===== src/rtl/gic_pkg.sv =====
package gic_pkg;
  // flag bit positions (also used by the enable register)
  localparam int FB_RDY  = 0;
  localparam int FB_EXP  = 1;
  localparam int FB_WAIT = 5;
  localparam int FB_PTC  = 6;
  localparam int FB_STC  = 7;
  localparam logic [7:0] STICKY_MASK = 8'hE2;

  // clear A data bits
  localparam int CA_WAIT = 3;
  localparam int CA_PTC  = 4;
  localparam int CA_STC  = 5;
  localparam int CA_DMA  = 6;
  localparam int CA_FIFO = 7;
  // clear B data bit
  localparam int CB_EXP  = 0;

  // register addresses
  localparam int A_FLAGS  = 0;
  localparam int A_CLRA   = 1;
  localparam int A_CLRB   = 2;
  localparam int A_IEN    = 3;
  localparam int A_MCTRL  = 4;
  localparam int A_ISTAT  = 5;
  localparam int A_GSTAT  = 6;
  localparam int A_OPMODE = 7;
  localparam int A_CNT0   = 8;

  localparam logic [2:0] RUN_FULL = 3'd7;
  localparam int OP_NUMBERED = 3;
endpackage


===== src/rtl/gic_flag_bank.sv =====
module gic_flag_bank #(
  parameter int W = 8,
  parameter logic [W-1:0] STICKY = '1
) (
  input  logic         clk,
  input  logic         rst,
  input  logic [W-1:0] set_i,
  input  logic [W-1:0] clr_i,
  output logic [W-1:0] q
);
  for (genvar i = 0; i < W; i++) begin : g_bit
    if (STICKY[i]) begin : g_sticky
      always_ff @(posedge clk) begin
        if (rst) q[i] <= 1'b0;
        else     q[i] <= set_i[i] | (q[i] & ~clr_i[i]);
      end


      set_wins_chk: assert property (@(posedge clk) disable iff (rst)
        set_i[i] |=> q[i]);

      sticky_hold_chk: assert property (@(posedge clk) disable iff (rst)
        (q[i] && !clr_i[i]) |=> q[i]);
    end else begin : g_none
      assign q[i] = 1'b0;
    end
  end
endmodule


===== src/rtl/gic_xfer_cnt.sv =====
module gic_xfer_cnt #(
  parameter int CNT_W = 32
) (
  input  logic               clk,
  input  logic               rst,
  input  logic [CNT_W/8-1:0] ld_en,
  input  logic [7:0]         ld_byte,
  input  logic               stb,
  input  logic               run_en,
  input  logic               numbered,
  output logic [CNT_W-1:0]   cnt_q,
  output logic               expire
);
  localparam int NB = CNT_W / 8;

  logic dec;
  logic any_ld;

  assign any_ld = |ld_en;
  assign dec    = stb && run_en && (cnt_q != '0);
  assign expire = dec && numbered && !any_ld && (cnt_q == CNT_W'(1));

  always_ff @(posedge clk) begin
    if (rst) begin
      cnt_q <= '0;
    end else if (any_ld) begin
      for (int k = 0; k < NB; k++)
        if (ld_en[k]) cnt_q[8*k +: 8] <= ld_byte;
    end else if (dec) begin
      cnt_q <= cnt_q - CNT_W'(1);
    end
  end


  cnt_sat_chk: assert property (@(posedge clk) disable iff (rst)
    (cnt_q == '0 && !any_ld) |=> (cnt_q == '0));

  expire_zero_chk: assert property (@(posedge clk) disable iff (rst)
    expire |=> (cnt_q == '0));

  halt_chk: assert property (@(posedge clk) disable iff (rst)
    (!run_en && !any_ld) |=> $stable(cnt_q));
endmodule


===== src/rtl/gic_irq_drive.sv =====
module gic_irq_drive #(
  parameter int SEL_W = 2
) (
  input  logic                   clk,
  input  logic                   rst,
  input  logic                   pend,
  input  logic [SEL_W-1:0]       sel,
  input  logic                   od,
  output logic [2**SEL_W-2:0]    pin,
  output logic [2**SEL_W-2:0]    oe
);
  localparam int NLINE = 2**SEL_W - 1;

  for (genvar l = 0; l < NLINE; l++) begin : g_line
    logic hit;
    assign hit = (sel == SEL_W'(l + 1));
    always_ff @(posedge clk) begin
      if (rst) begin
        pin[l] <= 1'b0;
        oe[l]  <= 1'b0;
      end else begin
        pin[l] <= hit && !od && pend;
        oe[l]  <= hit && (od ? pend : 1'b1);
      end
    end
  end


  oe_onehot_chk: assert property (@(posedge clk) disable iff (rst)
    $onehot0(oe));

  sel_off_chk: assert property (@(posedge clk) disable iff (rst)
    (sel == '0) |=> (oe == '0));
endmodule


===== src/rtl/grp_irq_ctrl.sv =====
module grp_irq_ctrl
  import gic_pkg::*;
#(
  parameter int ADDR_W = 4,
  parameter int CNT_W  = 32,
  parameter int SEL_W  = 2
) (
  input  logic                clk,
  input  logic                rst,
  input  logic                wr_en,
  input  logic [ADDR_W-1:0]   addr,
  input  logic [7:0]          wdata,
  output logic [7:0]          rdata,
  input  logic                fifo_ne,
  input  logic                sample_stb,
  input  logic                wait_tmo,
  input  logic                tc_pri,
  input  logic                tc_sec,
  input  logic                req_in,
  input  logic                stop_in,
  output logic [2**SEL_W-2:0] irq_pin,
  output logic [2**SEL_W-2:0] irq_oe,
  output logic                dma_rst_p,
  output logic                fifo_rst_p,
  output logic                run_on
);
  localparam int NB   = CNT_W / 8;
  localparam int MC_W = SEL_W + 1;

  logic [7:0]       ien_q;
  logic [MC_W-1:0]  mctrl_q;
  logic [7:0]       opmode_q;
  logic [7:0]       sticky_q;
  logic [7:0]       flags_vis;
  logic [7:0]       set_v;
  logic [7:0]       clr_v;
  logic [NB-1:0]    ld_en;
  logic [CNT_W-1:0] cnt_q;
  logic             expire;
  logic             wr_clra, wr_clrb;
  logic             pend, irq_asrt;
  logic [7:0]       rd_mux;

  assign wr_clra = wr_en && (addr == ADDR_W'(A_CLRA));
  assign wr_clrb = wr_en && (addr == ADDR_W'(A_CLRB));

  always_comb begin
    for (int k = 0; k < NB; k++)
      ld_en[k] = wr_en && (addr == ADDR_W'(A_CNT0 + k));
  end

  always_comb begin
    set_v          = '0;
    set_v[FB_WAIT] = wait_tmo;
    set_v[FB_PTC]  = tc_pri;
    set_v[FB_STC]  = tc_sec;
    set_v[FB_EXP]  = expire;
    clr_v          = '0;
    clr_v[FB_WAIT] = wr_clra && wdata[CA_WAIT];
    clr_v[FB_PTC]  = wr_clra && wdata[CA_PTC];
    clr_v[FB_STC]  = wr_clra && wdata[CA_STC];
    clr_v[FB_EXP]  = wr_clrb && wdata[CB_EXP];
  end

  gic_flag_bank #(.W(8), .STICKY(STICKY_MASK)) u_flags (
    .clk(clk), .rst(rst), .set_i(set_v), .clr_i(clr_v), .q(sticky_q)
  );

  assign run_on = (opmode_q[2:0] == RUN_FULL);

  gic_xfer_cnt #(.CNT_W(CNT_W)) u_cnt (
    .clk(clk), .rst(rst), .ld_en(ld_en), .ld_byte(wdata),
    .stb(sample_stb), .run_en(run_on), .numbered(opmode_q[OP_NUMBERED]),
    .cnt_q(cnt_q), .expire(expire)
  );

  always_comb begin
    flags_vis         = sticky_q;
    flags_vis[FB_RDY] = fifo_ne;
  end

  assign pend     = |(flags_vis & ien_q);
  assign irq_asrt = pend && (mctrl_q[SEL_W-1:0] != '0);

  gic_irq_drive #(.SEL_W(SEL_W)) u_drv (
    .clk(clk), .rst(rst), .pend(pend), .sel(mctrl_q[SEL_W-1:0]),
    .od(mctrl_q[SEL_W]), .pin(irq_pin), .oe(irq_oe)
  );

  // control registers and reset pulses
  always_ff @(posedge clk) begin
    if (rst) begin
      ien_q      <= '0;
      mctrl_q    <= '0;
      opmode_q   <= '0;
      dma_rst_p  <= 1'b0;
      fifo_rst_p <= 1'b0;
    end else begin
      if (wr_en && addr == ADDR_W'(A_IEN))    ien_q    <= wdata;
      if (wr_en && addr == ADDR_W'(A_MCTRL))  mctrl_q  <= wdata[MC_W-1:0];
      if (wr_en && addr == ADDR_W'(A_OPMODE)) opmode_q <= wdata;
      dma_rst_p  <= wr_clra && wdata[CA_DMA];
      fifo_rst_p <= wr_clra && wdata[CA_FIFO];
    end
  end

  // read mux
  always_comb begin
    rd_mux = '0;
    if (addr == ADDR_W'(A_FLAGS))  rd_mux = flags_vis;
    if (addr == ADDR_W'(A_IEN))    rd_mux = ien_q;
    if (addr == ADDR_W'(A_MCTRL))  rd_mux = 8'(mctrl_q);
    if (addr == ADDR_W'(A_ISTAT))  rd_mux = {6'b0, |flags_vis, irq_asrt};
    if (addr == ADDR_W'(A_GSTAT))  rd_mux = {4'b0, stop_in, req_in, 1'b0, pend};
    if (addr == ADDR_W'(A_OPMODE)) rd_mux = opmode_q;
    for (int k = 0; k < NB; k++)
      if (addr == ADDR_W'(A_CNT0 + k)) rd_mux = cnt_q[8*k +: 8];
  end

  always_ff @(posedge clk) begin
    if (rst) rdata <= '0;
    else     rdata <= rd_mux;
  end


  dma_pulse_chk: assert property (@(posedge clk) disable iff (rst)
    (wr_clra && wdata[CA_DMA]) |=> dma_rst_p);

  exp_keep_chk: assert property (@(posedge clk) disable iff (rst)
    (sticky_q[FB_EXP] && !clr_v[FB_EXP]) |=> sticky_q[FB_EXP]);
endmodule


===== config.mk =====
export PLATFORM = sky130hd
export DESIGN_NAME = grp_irq_ctrl
export DESIGN_NICKNAME = d
export VERILOG_FILES = /design/src/rtl/gic_pkg.sv /design/src/rtl/gic_flag_bank.sv /design/src/rtl/gic_xfer_cnt.sv /design/src/rtl/gic_irq_drive.sv /design/src/rtl/grp_irq_ctrl.sv
export SDC_FILE = /design/constraint.sdc
export NUM_CORES = 1
export LEC_CHECK = 0
export ABC_AREA = 1
export CELL_PAD_IN_SITES_DETAIL_PLACEMENT = 0
export CELL_PAD_IN_SITES_GLOBAL_PLACEMENT = 1
export CORE_MARGIN = 2
export CORE_UTILIZATION = 30
export CTS_CLUSTER_SIZE = 30
export DETAILED_ROUTE_END_ITERATION = 10
export GPL_TIMING_DRIVEN = 0
export HOLD_SLACK_MARGIN = 0.1
export PLACE_DENSITY = 0.74
export SETUP_SLACK_MARGIN = 0.05
export SLEW_MARGIN = 40
export SYNTH_ARGS = -nofsm -noshare
export SYNTH_HDL_FRONTEND = slang
export SYNTH_SLANG_ARGS = --single-unit

===== constraint.sdc =====
create_clock -name clk -period 1.6 [get_ports clk]
set_input_delay 0.32 -clock clk [delete_from_list [all_inputs] [get_ports clk]]
set_output_delay 0.32 -clock clk [all_outputs]
set_load 0.03 [all_outputs]

Word level (Yosys, flattened, before mapping) --
Index checks and enable logic that the tools add are counted.
Word-level totals: register bits 71, input bits 22, output and inout port bits 17, word-level logic and storage cells 114
Cells by class: add/subtract/negate cells 1, eq/ne operators 20, mux-type cells 17, bitwise logic cells 13, reduce and logical (&&, ||, !) cells 43
Operators with widths (number):
- 8-bit 2-to-1 mux | 14
- 32-bit 2-to-1 mux | 2
- 32-bit by 1-bit equality test with 1-bit output, second input constant | 1
- 32-bit nonzero test | 1
- 32-bit by 1-bit subtractor with 32-bit output, second input constant | 1
- 1-bit logical AND | 30
- 4-bit by 3-bit equality test with 1-bit output, second input constant | 4
- 4-bit equality test, second input constant | 4
- 8-bit AND | 1
- 4-bit by 2-bit equality test with 1-bit output, second input constant | 2
- 2-bit != test, second input constant | 4
- 2-bit AND reduction | 4
- 8-bit OR reduction | 1
- 5-bit OR reduction | 1
- 1-bit AND | 4
- 2-bit equality test, second input constant | 2
- 4-bit by 1-bit equality test with 1-bit output, second input constant | 1
- 4-bit logical NOT | 1
- 1-bit inverter | 4
- 1-bit OR | 4
- 2-bit nonzero test | 2
- 4-bit OR reduction | 1
- 3-bit equality test, second input constant | 1
- 2-bit by 1-bit equality test with 1-bit output, second input constant | 1
- 2 further kinds | 3

Logic depth before layout (Yosys ltp) --
depth in word-level cells 11, gate-level depth with buffers 11, depth with buffers taken out 11

By module --
A second synthesis with hierarchy kept.
Unflattened totals: cell total of the unflattened synthesis 764, area total of the unflattened synthesis 4516.8 um2
By module, submodules not included:
- gic_xfer_cnt | times used 1, cells an instance 443, area an instance 2447.3 um2, seq. area each 640.6 um2
- grp_irq_ctrl | times used 1, cells an instance 273, area an instance 1705.4 um2, seq. area each 580.6 um2
- gic_irq_drive | times used 1, cells an instance 23, area an instance 185.2 um2, seq. area each 120.1 um2
- gic_flag_bank | times used 1, cells an instance 25, area an instance 178.9 um2, seq. area each 80.1 um2

Least setup slack after synthesis --
No wires, ideal clock.
path type flip-flop to flip-flop, start point register opmode_q[0], end point register u_cnt.cnt_q[7], setup time 115 ps, arrival 1897 ps, required time 1485 ps, path slack -412 ps, cell stages (with the launch flop) 9, buffers on the path 1, period minus slack after synthesis 2012 ps, cells stage by stage dfxtp_1 inv_1 nor3_1 nand2_1 nor2_4 nand2_8 buf_8 a21oi_1 nor2_1
Between the ends: word-level cells in the longest chain between the ends 5
RTL lines:
- start, declared | RTL line grp_irq_ctrl.sv:32 | logic [7:0] opmode_q;
- start signal, assigned | RTL line grp_irq_ctrl.sv:101 | if (wr_en && addr == ADDR_W'(A_OPMODE)) opmode_q <= wdata;
- 3-bit equality test | RTL line grp_irq_ctrl.sv:69 | assign run_on = (opmode_q[2:0] == RUN_FULL);
- named net run_on | RTL line grp_irq_ctrl.sv:25 | output logic run_on
- 1-bit logical AND (2 in series) | RTL line gic_xfer_cnt.sv:20 | assign dec = stb && run_en && (cnt_q != '0);
- 2-bit nonzero test (no source line)
- 2-bit AND reduction (no source line)
- end signal, assigned by index | RTL line gic_xfer_cnt.sv:28 | if (ld_en[k]) cnt_q[8*k +: 8] <= ld_byte;
- end signal, assigned | RTL line gic_xfer_cnt.sv:30 | cnt_q <= cnt_q - CNT_W'(1);
- end, declared | RTL line gic_xfer_cnt.sv:11 | output logic [CNT_W-1:0] cnt_q,
The timed path passes the listed nets, and every way through them passes these cells. A chain may end at the register's enable or synchronous reset.

Final worst setup path --
start point register u_cnt.cnt_q[8], end point register u_cnt.cnt_q[22]
Between the ends: word-level cells in the longest chain between the ends 4, elaborated cells on any way between the ends 7, classes of those cells 1 x add/sub; 2 x mux; 4 x reduce/logical
RTL lines:
- branches (longest 4 deep; another with 32-bit by 1-bit subtractor with 32-bit output)
Parallel ways; which one is timed is not known. The select of a mux whose other input is x is not followed.

==> impl_metrics.yaml <==
clock_tree:
  clockBufferDepth: 2
  cts_num_sinks: 71
  clk_pin_slew_ns: 0.06
  numCtsBuffers: 9
  clk_latency_ns: 0.34
  h-tree-depth: 3
  cts_tree: "done"
  cts_root_buffer: "clkbuf_16"
yosys:
  synth-seq-area-share_pct: 31.4
  synth_area_per_cell_um2: 5.82
  synthesis.nets: 802
  ys_warn_count: 0
  synth_seq_cells: 71
  synthDistinctLibCells: 33
  netlist_instances: 777
  syn-cell-area_mm2: 0.00452
worst_setup_path:
  critical_path_class: "flop to flop"
  rr_startpoint: "u_cnt.cnt_q[8]"
  max_stage_delay_ns: 0.37
  r2r-end: "u_cnt.cnt_q[22]"
  cp-end-kind: "flop"
  regToRegSetupSlack_ns: -0.04
  required_ns: 1.84
  cpLargestDelayFamily: "simple AND/OR/NAND/NOR gates"
  arrival_ns: 1.88
  cp_slowest_cell: "dfxtp_4"
  path_buf_inv: 1
  path_common_cell: "nor2_4"
  path_max_fanout: 8
  crit_path_start_kind: "flop"
  cp_cell_sequence: "nor2_4 > nand2_2 > nor2_4 > nand2_4 > nor2_4 > nand2_4 > nand2_8 > clkbuf_16 > nand3_1 > nand2_1 > nor2_1"
  reg2reg_depth: 11
  cp.depth: 11
  crit_start: "u_cnt.cnt_q[8]"
layout:
  diodes: 0
  post-route-util_pct: 42.4
  syn_to_final_growth_pct: 37.4
  finalInstanceArea_mm2: 0.00621
  finalNetCount: 877
  drive_above_1_share_pct: 23.8
detailed_routing:
  vias: 5375
  drc: 0
  drt_first_pass_iters: 5
  ant_nets: 0
  vias_per_cell: 5.16
  drtIter0Drc: 724
  wl_per_cell_um: 17.1
  routed_wl_um: 17800
placed_design:
  dpl_cell_area_mm2: 0.00513
  dp_hpwl_um: 12900
  gp_congestion: 0.946
  io_buffers: 37
  dp_slack_ns: -0.904
hold_path:
  holdPathEnd: "dma_rst_p"
  hold_depth: 4
  min_path_type: "input pin to flop"
  hp-start: "addr[2]"
sta:
  slew_violations: 0
  max_freq_ghz: 0.608
  skew_ns: 0.00612
  hold_viol_final: 0
  slew_headroom_pct: 53.2
  rsz0062_at_grt: "yes"
  finalSetupViolations: 20
  period_needed_ns: 1.64
  worst_slew_pin_slew_ns: 0.702
  fin_setup_tns_ns: -0.512
  fin_crit_sh_pct: 103
  setup_slack_ns: -0.0444
power_and_ir_drop:
  leakage_nw: 3.05
  irDropWorstVdd_v: 0.000548
  p_per_area_mw_per_mm2: 829
global_routing:
  grt_max_degree: 13
  grt_pass1_vias: 4844
  antenna_found_initial: 0
  track_usage_pct: 22.3
  grt_first_pass_wirelength_um: 27700
  grt_overflow: 0
die:
  die_w_um: 127
  num_rows: 44
  start_util_pct: 30.9
  dieArea_mm2: 0.0161
  design.core.area_mm2: 0.0146
  boundaryPins: 39
  die-height_um: 127
job:
  maxCapViolCount: 0
run_status:
  violations: "negative setup slack"
  status: "finished with violations"
what timing repair did:
action | CTS | global route
cloned | 2 | 3
pin swaps | 16 | 45
setup buffers | 13 | 9
resized for setup | 116 | 104
hold buffers | 0 | 0
setup endpoints to repair | 74 | 60
worst max-delay path by stage:
stage,endpoint,slack [ns]
after floorplan,u_cnt.cnt_q[7],0.05
after global placement,u_cnt.cnt_q[30],-0.91
after detailed placement,u_cnt.cnt_q[30],-0.90
after CTS,u_cnt.cnt_q[31],-0.05
after global routing,u_cnt.cnt_q[13],-0.13
final,u_cnt.cnt_q[22],-0.04
cell usage in the layout (no fill, tap or decap), types with 2 or more instances in the layout:
master	n
a21oi_1	52
a21oi_2	4
buf_1	2
buf_2	2
buf_4	24
buf_8	3
clkbuf_1	4
clkbuf_16	12
clkbuf_2	11
clkbuf_8	2
clkdlybuf4s50_1	16
clkinvlp_4	2
dfxtp_1	47
dfxtp_2	17
dfxtp_4	7
dlygate4sd2_1	16
ha_1	2
inv_1	78
inv_2	9
inv_4	3
nand2_1	193
nand2_2	24
nand2_4	13
nand2_8	2
nand3_1	38
nand3_2	21
nand3b_1	2
nand4_1	19
nor2_1	117
nor2_2	14
nor2_4	27
nor3_1	2
nor4_1	3
o21ai_0	51
o21ai_1	3
o21bai_1	3
metrics by stage:
| stage | total power [mW] | hold WS (ns) | cells |
|---|---|---|---|
| after floorplan | 2.54 | 0.397 | 777 |
| after global placement | 2.85 | 0.436 | 998 |
| after detailed placement | 2.84 | 0.451 | 998 |
| after CTS | 5.08 | 0.460 | 1029 |
| after global routing | 5.38 | 0.488 | 1041 |
| final | 5.15 | 0.446 | 1041 |
layout make-up:
| class | instances | area (um2) |
|---|---|---|
| clock buffer | 12 | 256 |
| timing repair buffer | 62 | 566 |
| tap | 184 | 230 |
| buffer | 19 | 130 |
| multi-input combinational | 598 | 3160 |
| fill | 1574 | 8430 |
| inverter | 91 | 350 |
| clock inverter | 4 | 53.8 |
| sequential | 71 | 1470 |
state kept, by name (all words and copies together) (netlist names):
signal and flops:
mctrl_q 3, dma_rst_p 1, u_flags.q 4, u_drv.pin 3, ien_q 8, u_cnt.cnt_q 32
fifo_rst_p 1, u_drv.oe 3, rdata 8, opmode_q 8
logic make-up (layout without fill, tap and decap cells):
logic type,after synthesis,after routing,share of synthesized area [%]
AOI/OAI and AO/OA,117,117,13.3
xor gates and xnor gates,2,2,0.388
adders and majority gates,3,3,0.830
buffers and inverters,110,188,9.85
DFF,71,71,31.4
and+or+nand+nor,474,476,44.2
Yosys cell counts:
library cell / count / area, um2
o211ai_1: 1 / 7.51
buf_1: 4 / 15.0
nand2_8: 1 / 20.0
buf_4: 1 / 7.51
clkbuf_1: 9 / 33.8
ha_1: 3 / 37.5
inv_2: 4 / 15.0
buf_6: 2 / 22.5
nor2_1: 150 / 563
a21oi_1: 56 / 280
nand2_1: 220 / 826
nor2_2: 5 / 31.3
buf_8: 1 / 15.0
xor2_1: 1 / 8.76
nand2_4: 1 / 11.3
nand3_1: 59 / 295
xnor2_1: 1 / 8.76
nand3b_1: 2 / 15.0
clkinv_1: 1 / 3.75
nand2_2: 8 / 50.1
o21bai_1: 3 / 22.5
nor4_1: 3 / 18.8
a21boi_0: 1 / 7.51
inv_1: 86 / 323
buf_2: 2 / 10.0
nand4_1: 19 / 119
o21ai_0: 53 / 265
dfxtp_1: 71 / 1420
o21ai_1: 1 / 5.00
a31oi_1: 1 / 6.26
nor3_1: 3 / 15.0
nor2_4: 3 / 33.8
o22ai_1: 1 / 6.26
routing by layer:
layer  share of wire (%)  global-route usage, %
met1                  47                   32.5
met4                 2.8                   8.53
met2                  43                   33.6
met5                   0                      0
met3                 7.4                   2.57
worst reg2reg max path: cells and delay by family (launching register included):
family / cells / cell delay, ns
AND/OR/NAND/NOR: 10 / 0.97
flip-flops: 1 / 0.37
buffers and inverters: 1 / 0.19
power by group:
group / total (mW) / switching, mW / internal, mW
clock network: 2.13 / 0.830 / 1.30
registers: 1.85 / 0.0521 / 1.80
logic: 1.17 / 0.735 / 0.434
total: 5.15 / 1.62 / 3.53
No activity file was read; power rests on OpenSTA's default activity.
